===== config.mk =====
export PLATFORM = sky130hd
export DESIGN_NAME = gpio_data_port
export DESIGN_NICKNAME = d
export VERILOG_FILES = /design/src/rtl/gpio_dreg_pkg.sv /design/src/rtl/gpio_pin_sync.sv /design/src/rtl/gpio_out_reg.sv /design/src/rtl/gpio_rd_mux.sv /design/src/rtl/gpio_data_port.sv
export SDC_FILE = /design/constraint.sdc
export NUM_CORES = 1
export LEC_CHECK = 0
export BUFFER_PORTS_ARGS = -buffer_cell sky130_fd_sc_hd__buf_4
export CAP_MARGIN = 15
export CORE_AREA = 2 2 94 96
export CTS_CLUSTER_SIZE = 12
export DETAILED_ROUTE_END_ITERATION = 10
export DIE_AREA = 0 0 96 98
export PLACE_DENSITY = 0.62
export SYNTH_ARGS = -nofsm -noshare
export SYNTH_HDL_FRONTEND = slang
export SYNTH_HIERARCHICAL = 1
export SYNTH_SLANG_ARGS = --single-unit

===== constraint.sdc =====
create_clock -name clk -period 1.66 [get_ports clk]
set_input_delay 0.083 -clock clk [delete_from_list [all_inputs] [get_ports clk]]
set_output_delay 0.083 -clock clk [all_outputs]
set_load 0.1 [all_outputs]

===== src/rtl/gpio_dreg_pkg.sv =====
package gpio_dreg_pkg;

    localparam int BUS_W      = 32;
    localparam int HALF_W     = 16;
    localparam int STRB_W     = BUS_W / 8;
    localparam int SYNC_DEPTH = 2;

    localparam logic [31:0] OFS_IN     = 32'h10;
    localparam logic [31:0] OFS_OUT    = 32'h14;
    localparam logic [31:0] OFS_SETCLR = 32'h18;

    typedef enum logic [1:0] {
        SEL_NONE,
        SEL_IN,
        SEL_OUT,
        SEL_SETCLR
    } reg_sel_e;

    typedef struct packed {
        logic [HALF_W-1:0] clr;
        logic [HALF_W-1:0] set;
    } setclr_t;

    function automatic reg_sel_e decode_sel(input logic [31:0] byte_addr);
        logic [31:0] word_addr;
        word_addr = {byte_addr[31:2], 2'b00};
        case (word_addr)
            OFS_IN:     return SEL_IN;
            OFS_OUT:    return SEL_OUT;
            OFS_SETCLR: return SEL_SETCLR;
            default:    return SEL_NONE;
        endcase
    endfunction

    function automatic logic [BUS_W-1:0] lane_mask(input logic [STRB_W-1:0] strb);
        logic [BUS_W-1:0] m;
        for (int i = 0; i < STRB_W; i++) begin
            m[8*i +: 8] = {8{strb[i]}};
        end
        return m;
    endfunction

endpackage


===== src/rtl/gpio_pin_sync.sv =====
module gpio_pin_sync
    import gpio_dreg_pkg::*;
#(
    parameter int NPINS = 16
) (
    input  logic             clk,
    input  logic             rst,
    input  logic [NPINS-1:0] pin_in,
    output logic [NPINS-1:0] synced
);

    logic [SYNC_DEPTH-1:0][NPINS-1:0] stage_q;

    always_ff @(posedge clk) begin
        if (rst) begin
            stage_q <= '0;
        end else begin
            stage_q[0] <= pin_in;
            for (int s = 1; s < SYNC_DEPTH; s++) begin
                stage_q[s] <= stage_q[s-1];
            end
        end
    end

    // The last synchronizer stage doubles as the input data word.
    assign synced = stage_q[SYNC_DEPTH-1];

endmodule


===== src/rtl/gpio_out_reg.sv =====
module gpio_out_reg
    import gpio_dreg_pkg::*;
#(
    parameter int NPINS = 16
) (
    input  logic             clk,
    input  logic             rst,
    input  logic             wr_out,
    input  logic             wr_setclr,
    input  logic [BUS_W-1:0] wdata,
    input  logic [BUS_W-1:0] lane,
    output logic [NPINS-1:0] odr_q
);

    setclr_t          req;
    logic [NPINS-1:0] set_v;
    logic [NPINS-1:0] clr_v;
    logic [NPINS-1:0] wmask;

    always_comb begin
        req.set = wdata[HALF_W-1:0]     & lane[HALF_W-1:0];
        req.clr = wdata[BUS_W-1:HALF_W] & lane[BUS_W-1:HALF_W];
        set_v   = req.set[NPINS-1:0];
        clr_v   = req.clr[NPINS-1:0];
        wmask   = lane[NPINS-1:0];
    end

    // Clear is applied first and set last, so a set request wins.
    always_ff @(posedge clk) begin
        if (rst) begin
            odr_q <= '0;
        end else if (wr_out) begin
            odr_q <= (odr_q & ~wmask) | (wdata[NPINS-1:0] & wmask);
        end else if (wr_setclr) begin
            odr_q <= (odr_q & ~clr_v) | set_v;
        end
    end

    a_r1_reset_clear: assert property (@(posedge clk)
        rst |=> (odr_q == '0));

    a_r7_set_applies: assert property (@(posedge clk) disable iff (rst)
        wr_setclr |=> ((odr_q & $past(wdata[NPINS-1:0] & lane[NPINS-1:0]))
                       == $past(wdata[NPINS-1:0] & lane[NPINS-1:0])));

    a_r8_clear_applies: assert property (@(posedge clk) disable iff (rst)
        wr_setclr |=> ((odr_q & $past(wdata[HALF_W +: NPINS] & lane[HALF_W +: NPINS]
                                      & ~(wdata[NPINS-1:0] & lane[NPINS-1:0]))) == '0));

    a_r9_untouched_hold: assert property (@(posedge clk) disable iff (rst)
        wr_setclr |=> (((odr_q ^ $past(odr_q))
                        & ~$past((wdata[NPINS-1:0] & lane[NPINS-1:0])
                                 | (wdata[HALF_W +: NPINS] & lane[HALF_W +: NPINS]))) == '0));

    a_r5_idle_hold: assert property (@(posedge clk) disable iff (rst)
        (!wr_out && !wr_setclr) |=> $stable(odr_q));

endmodule


===== src/rtl/gpio_rd_mux.sv =====
module gpio_rd_mux
    import gpio_dreg_pkg::*;
#(
    parameter int NPINS = 16
) (
    input  reg_sel_e          sel,
    input  logic [STRB_W-1:0] strb,
    input  logic [NPINS-1:0]  in_word,
    input  logic [NPINS-1:0]  out_word,
    output logic [BUS_W-1:0]  rdata
);

    localparam logic [STRB_W-1:0] FULL_STRB = '1;

    always_comb begin
        rdata = '0;
        unique case (sel)
            SEL_IN: begin
                if (strb == FULL_STRB) begin
                    rdata[NPINS-1:0] = in_word;
                end
            end
            SEL_OUT:    rdata[NPINS-1:0] = out_word;
            SEL_SETCLR: rdata = '0;
            default:    rdata = '0;
        endcase
    end

endmodule


===== src/rtl/gpio_data_port.sv =====
module gpio_data_port
    import gpio_dreg_pkg::*;
#(
    parameter int NPINS  = 16,
    parameter int ADDR_W = 5
) (
    input  logic              clk,
    input  logic              rst,
    input  logic [ADDR_W-1:0] bus_addr,
    input  logic              bus_wr,
    input  logic [31:0]       bus_wdata,
    input  logic [3:0]        bus_strb,
    output logic [31:0]       bus_rdata,
    input  logic [NPINS-1:0]  pin_in,
    output logic [NPINS-1:0]  out_data
);

    reg_sel_e         sel;
    logic [BUS_W-1:0] lane;
    logic             wr_out;
    logic             wr_setclr;
    logic [NPINS-1:0] in_word;
    logic [NPINS-1:0] odr_q;
    logic [1:0]       warm_q;

    always_comb begin
        sel       = decode_sel(32'(bus_addr));
        lane      = lane_mask(bus_strb);
        wr_out    = bus_wr && (sel == SEL_OUT);
        wr_setclr = bus_wr && (sel == SEL_SETCLR);
    end

    gpio_pin_sync #(.NPINS(NPINS)) u_sync (
        .clk    (clk),
        .rst    (rst),
        .pin_in (pin_in),
        .synced (in_word)
    );

    gpio_out_reg #(.NPINS(NPINS)) u_out (
        .clk       (clk),
        .rst       (rst),
        .wr_out    (wr_out),
        .wr_setclr (wr_setclr),
        .wdata     (bus_wdata),
        .lane      (lane),
        .odr_q     (odr_q)
    );

    gpio_rd_mux #(.NPINS(NPINS)) u_rd (
        .sel      (sel),
        .strb     (bus_strb),
        .in_word  (in_word),
        .out_word (odr_q),
        .rdata    (bus_rdata)
    );

    assign out_data = odr_q;

    // Counts edges since reset so the pin-lag check looks only at valid history.
    always_ff @(posedge clk) begin
        if (rst) begin
            warm_q <= '0;
        end else if (warm_q != 2'd3) begin
            warm_q <= warm_q + 2'd1;
        end
    end

    a_r2_pin_lag: assert property (@(posedge clk) disable iff (rst)
        (warm_q == 2'd3) |-> (in_word == $past(pin_in, 2)));

    a_r3_upper_zero: assert property (@(posedge clk) disable iff (rst)
        (sel == SEL_IN) |-> (bus_rdata[BUS_W-1:NPINS] == '0));

    a_r4_partial_in_zero: assert property (@(posedge clk) disable iff (rst)
        ((sel == SEL_IN) && (bus_strb != 4'hF)) |-> (bus_rdata == '0));

    a_r6_out_readback: assert property (@(posedge clk) disable iff (rst)
        (sel == SEL_OUT) |-> (bus_rdata[NPINS-1:0] == out_data));

    a_r11_setclr_reads_zero: assert property (@(posedge clk) disable iff (rst)
        (sel == SEL_SETCLR) |-> (bus_rdata == '0));

    a_r12_dead_write_hold: assert property (@(posedge clk) disable iff (rst)
        (bus_wr && ((sel == SEL_NONE) || (sel == SEL_IN))) |=> $stable(out_data));

endmodule


# == After elaboration in Yosys (flattened, before gate mapping) ==
# Index checks and enable logic that the tools add are counted.
# totals
register_bits,48
output_inout_bits,48
word_cells,26
# classes
eq_ne,7
mux,5
bitwise,8
reduce_logical,3
# ops
op,count
$and 16x16->16,4
$mux 16,3
$not 16->16,2
$or 16x16->16,2
$pmux 16 s2,1
$eq 3x3->1 const B,3
$pmux 2 s3,1
$eq 2x2->1 const B,2
$eq 4x4->1 const B,1
$eq 2x1->1 const B,1
$logic_and 1x1->1,2
$reduce_bool 2->1,1

# == Logic depth before layout (Yosys ltp) ==
# depth
word_depth,6
ltp_mapped,8
ltp_nobuf,6

# == Cells and area by module ==
# The synthesis kept the hierarchy.
# modules_own_cells
mod,n_inst,cells_each,area_each_um2,seq_area_each_um2
gpio_out_reg,1,103,1049.8,320.3
gpio_pin_sync,1,83,983.4,640.6
gpio_rd_mux,1,46,385.4,0.0
gpio_data_port,1,7,48.8,0.0

# == Worst setup path before layout ==
# Ideal clock, no wire load.
# synth_timing
kind,input -> output
startpoint,in bus_addr[3]
endpoint,out bus_rdata[10]
arrival_time_ns,1.914
required_time_ns,1.577
setup_slack_ns,-0.337
stages,7
n_path_buf,2
path_cell_list,nand2b_1 > a21boi_2 > ha_1 > and4b_1 > buf_6 > buf_8 > a32o_1
# synth_between
elab_chain_cells,4
elab_cells_between_ends,7
# synth_lines
element,line_no,source
from (decl),gpio_data_port.sv:9,"input logic [ADDR_W-1:0] bus_addr,"
$eq 3x3->1,gpio_dreg_pkg.sv:27,case (word_addr)
$pmux 2 s3 *,gpio_dreg_pkg.sv:27,
via sel[1],gpio_data_port.sv:18,reg_sel_e sel;
$eq 2x2->1 or $eq 2x1->1 (tied branches),gpio_rd_mux.sv:17,unique case (sel)
$pmux 16 s2 *,gpio_rd_mux.sv:17,
to (decl),gpio_data_port.sv:13,"output logic [31:0] bus_rdata,"
# Mark *: on every way through the listed nets, which the timed path passes. The rest lies on a longest branch.

# == Final worst setup path ==
# layout_timing
startpoint,in bus_addr[2]
endpoint,out bus_rdata[4]
# Same word-level chain as after synthesis.

==> results <==
- The number of enable-type register cells in the synthesized netlist is 0.
- The die covers 0.00941 mm^2.
- After detailed routing, the average wire length per cell comes to 14.7 um.
- Setup repair after global routing could not meet its margin everywhere.
- Once layout is complete, the utilization of the core stands at 43.0%.
- The slowest library cell on the worst path is sky130_fd_sc_hd__and4b_2.
- Across every metal layer, demand over resource in global routing totals 13.7%.
- The final estimated routing congestion in global placement is 0.738.
- The repair_antennas step left the layout with diodes totalling 0.
- After routing the design area is 0.00364 mm^2.
- TritonCTS built the clock tree.
- At the worst endpoint, the arrival time is 1.60 ns.
- The count of cell types in the netlist is 24.
- The filler cells instantiated in the layout total 807.
- Entering global routing, the biggest net connects 29 pins.
- Before antenna repair, the detailed router went through 4 iterations.
- In this run the remaining antenna-violating nets after routing total 0.
- The maximum resistive drop on vdd is 0.302 mV.
- The number of antenna violations at the first check in global routing was 0.
- The final critical-path share of the clock period is 102%.
- The global-route wire length before repair is 9.90 mm.
- The average footprint of a synthesized cell is 10.3 um^2.
- The share of final-layout standard cells stronger than drive strength 1 is 45.8%.
- The maximum count of clock buffers along a single path is 2.
- In this run the static leakage power is 1.58 nW.
- The post-synthesis sequential area ratio is 38.9%.
- The area taken by flip-flops and latches is 961 um^2.
- The net count of the finished layout is 386.
- On the worst path, the slowest cell contributes a delay of 0.31 ns.
- In this run the number of H-tree levels came out at 2.
- The type of destination of the critical path is an output port.
- The final clock skew is 0.00630 ns.
- The post-CTS clock slew at the launch and capture registers of the worst setup and hold paths is 0.09 ns.
- The signal on the critical path passes through buf_8 > nand2b_4 > a21boi_2 > ha_1 > and4b_2 > buf_12 > a32o_4 > buf_12.
- The total I/O pin count is 108.
- The headroom to the max-slew limit is 31.4%.
- The cell at the root of the clock tree is sky130_fd_sc_hd__clkbuf_8.
- The initial utilization of the core area, before any placement, comes to 29.1%.
- After layout, the worst setup slack is -0.0269 ns.
- The run finished, with violations left.
- The count of placed standard cells in the final layout, fillers left out is 433.
- After detailed routing, the total wire length is 6.35 mm.
- The clock buffer count from CTS is 5.
- Dividing the detail-routed via count by the number of cells gives 4.45.
- The area growth from synthesis to final layout is 47.6%.
- By instance count, the cell type seen most on the critical path is sky130_fd_sc_hd__buf_12.
- Once placement completed, the tool counted placed cells totaling 412.
- Max-cap violations in this run came to 0.
- The port buffer count is 89.
- In the routed design, unresolved DRC markers number 0.
- The depth of the worst hold-timing path is 2.
- The most used flip-flop cell after synthesis is sky130_fd_sc_hd__dfxtp_1.
- In the synthesized netlist the async set-or-reset flop fraction comes to 0%.
- The top fanout value on the critical path is 16.
- The total number of vias is 1925.
- At the worst endpoint, the required time is 1.58 ns.
- The startpoint type of the worst setup path is an input pin.
- The post-detailed-placement half-perimeter wirelength is 4.61 mm.
- The via count of the first global-routing pass is 1917.
- The type of the setup path with the least slack is input pin to output port.
- The cell area after technology mapping is 0.00247 mm^2.
- The region available for standard cell placement spans 0.00847 mm^2.
- Measured along the y axis, the die boundary spans 98 um.
- Total power for the finished layout comes to 0.00253 W.
- For this run, the number of Yosys warnings is 6.
- The later pin in the worst-skew pair is clocked with a latency of 0.30 ns.
- The number of DRC violations after detailed-routing iteration 0 is 24.
- The total clock sinks is 48.
- The multi-input combinational cells in the finished layout cover a total of 0.00133 mm^2.
- The time the worst path needs with I/O delays and setup is 1.69 ns.
- The post-synthesis register bit count is 48.
- The worst hold path belongs to the class input pin to register.
- After synthesis, the largest area contributor takes up 38.9% of total cell area.
- By area the synthesized netlist is led by sky130_fd_sc_hd__dfxtp_1 39%, sky130_fd_sc_hd__buf_4 11%, sky130_fd_sc_hd__o32ai_2 9.2%.
- The power per cell area is 695 mW/mm^2.
- Setup violations remaining at the end of the flow were counted as 16.
- Synthesis handed over a netlist of 239 instances.
- The transition time of the tightest slew-check pin is 1.03 ns.
- The number of rows created at floorplan is 34.
- The highest achievable clock rate is 593 MHz.
- The remaining global-route overflow is 0.
- The number of max-slew violations in the final report came to 0.
- The number of hold violations in the final report is 0.
- The die is 96 um wide.
- Measured in cells, the most critical reg-to-reg path has a length of 2.
- The library cell with the largest summed area after synthesis is sky130_fd_sc_hd__dfxtp_1.
- Hold is met by 0.0175 ns.
- The final reports fail on negative setup slack.
- The placed instances occupy a cell area of 0.00319 mm^2.
==> metal layers <==
metal  vias to the layer above  part of all wire [%]  global-route usage, %
li1                        955                     -                      -
met1                       904                    48                   19.2
met2                        64                    46                   21.4
met3                         2                   6.2                   3.47
met4                         0                  0.24                   2.42
met5                         -                     0                      0
==> cell families after synthesis <==
logic type	Yosys count	share of synthesized area, %
flops	48	38.9
buf+inv	49	14.5
other cells	1	0.152
simple gates	105	28.0
compound gates	34	17.3
fa+ha+maj	2	1.01
==> metrics by stage <==
step                TNS (ns)  setup WS, ns
floorplan            -0.0946       -0.0946
detailed placement     -2.39        -0.164
finish                -0.286       -0.0269
CTS                   -0.513       -0.0441
global route           -1.48        -0.103
global placement       -2.08        -0.138
==> worst max-delay path: cells and delay by family <==
| family | cells | cell delay [ns] |
|---|---|---|
| adder cells (fa/ha/maj) | 1 | 0.25 |
| AO/OA/AOI/OAI | 2 | 0.37 |
| AND/OR/NAND/NOR | 2 | 0.44 |
| buffers and inverters | 3 | 0.43 |
==> state kept, by name (all words and copies together), names as in the netlist <==
register and flops:
u_out/odr_q 16, u_sync/stage_q 16, u_sync/synced 16
==> placed cells by master (no fill, tap or decap) <==
master / n
sky130_fd_sc_hd__buf_4: 76
sky130_fd_sc_hd__dfxtp_1: 48
sky130_fd_sc_hd__nor2b_1: 34
sky130_fd_sc_hd__buf_12: 19
sky130_fd_sc_hd__nand2_1: 17
sky130_fd_sc_hd__and2_1: 17
sky130_fd_sc_hd__nand2b_1: 16
sky130_fd_sc_hd__conb_1: 16
sky130_fd_sc_hd__o32ai_2: 14
sky130_fd_sc_hd__dlygate4sd3_1: 13
sky130_fd_sc_hd__and4b_2: 10
sky130_fd_sc_hd__a32o_4: 10
sky130_fd_sc_hd__and4b_1: 7
sky130_fd_sc_hd__clkbuf_8: 6
sky130_fd_sc_hd__a32o_2: 6
sky130_fd_sc_hd__nand2b_4: 2
sky130_fd_sc_hd__nor2_1: 2
sky130_fd_sc_hd__clkinvlp_4: 2
sky130_fd_sc_hd__o32ai_1: 2
sky130_fd_sc_hd__inv_1: 2
sky130_fd_sc_hd__ha_1: 2
sky130_fd_sc_hd__a21boi_2: 1
sky130_fd_sc_hd__buf_8: 1
sky130_fd_sc_hd__buf_6: 1
sky130_fd_sc_hd__o21bai_2: 1
==> cell type report <==
cell class	count	share of cell area, %
Multi-Input combinational cell	157	36.6
Timing Repair Buffer	110	30.4
Sequential cell	48	26.4
Tap cell	108	3.71
Clock buffer	6	2.27
Clock inverter	2	0.412
Inverter	2	0.206
==> power breakdown <==
part           switching [W]  internal [W]  total (W)  leakage (nW)
sequential         0.0000221       0.00120    0.00122         0.394
combinational       0.000358      0.000202   0.000561          1.14
clock               0.000413      0.000338   0.000751        0.0434
==> cells in the mapped netlist, types with 2 or more instances <==
master / n
sky130_fd_sc_hd__clkbuf_2: 3
sky130_fd_sc_hd__o32ai_1: 2
sky130_fd_sc_hd__o32ai_2: 14
sky130_fd_sc_hd__a32o_1: 16
sky130_fd_sc_hd__nor2b_1: 34
sky130_fd_sc_hd__and4b_1: 8
sky130_fd_sc_hd__inv_1: 2
sky130_fd_sc_hd__nor2_1: 2
sky130_fd_sc_hd__nand2_1: 17
sky130_fd_sc_hd__dfxtp_1: 48
sky130_fd_sc_hd__ha_1: 2
sky130_fd_sc_hd__clkbuf_1: 2
sky130_fd_sc_hd__buf_2: 2
sky130_fd_sc_hd__buf_4: 37
sky130_fd_sc_hd__and2_1: 17
sky130_fd_sc_hd__nand2b_1: 17
sky130_fd_sc_hd__and4b_2: 9
==> timing repair <==
action	4_1_cts	5_1_grt
setup buffers	0	0
hold buffers	12	1
endpoints found under the hold margin	12	1
gates resized for setup	52	1
endpoints found under the setup margin	16	16
gates cloned	0	0
pin swaps	1	1
==> worst paths after layout <==
check / startpoint / to / slack (ns)
min: pin_in[3] / u_sync/stage_q[3]$_SDFF_PP0_ / 0.02
min reg2reg: u_sync/stage_q[10]$_SDFF_PP0_ / u_sync/synced[10]$_SDFF_PP0_ / 0.44
max: bus_addr[2] / bus_rdata[4] / -0.03
max reg2reg: u_out/odr_q[1]$_SDFFE_PP0P_ / u_out/odr_q[1]$_SDFFE_PP0P_ / 0.76
No activity file was read; power rests on OpenSTA's default activity.
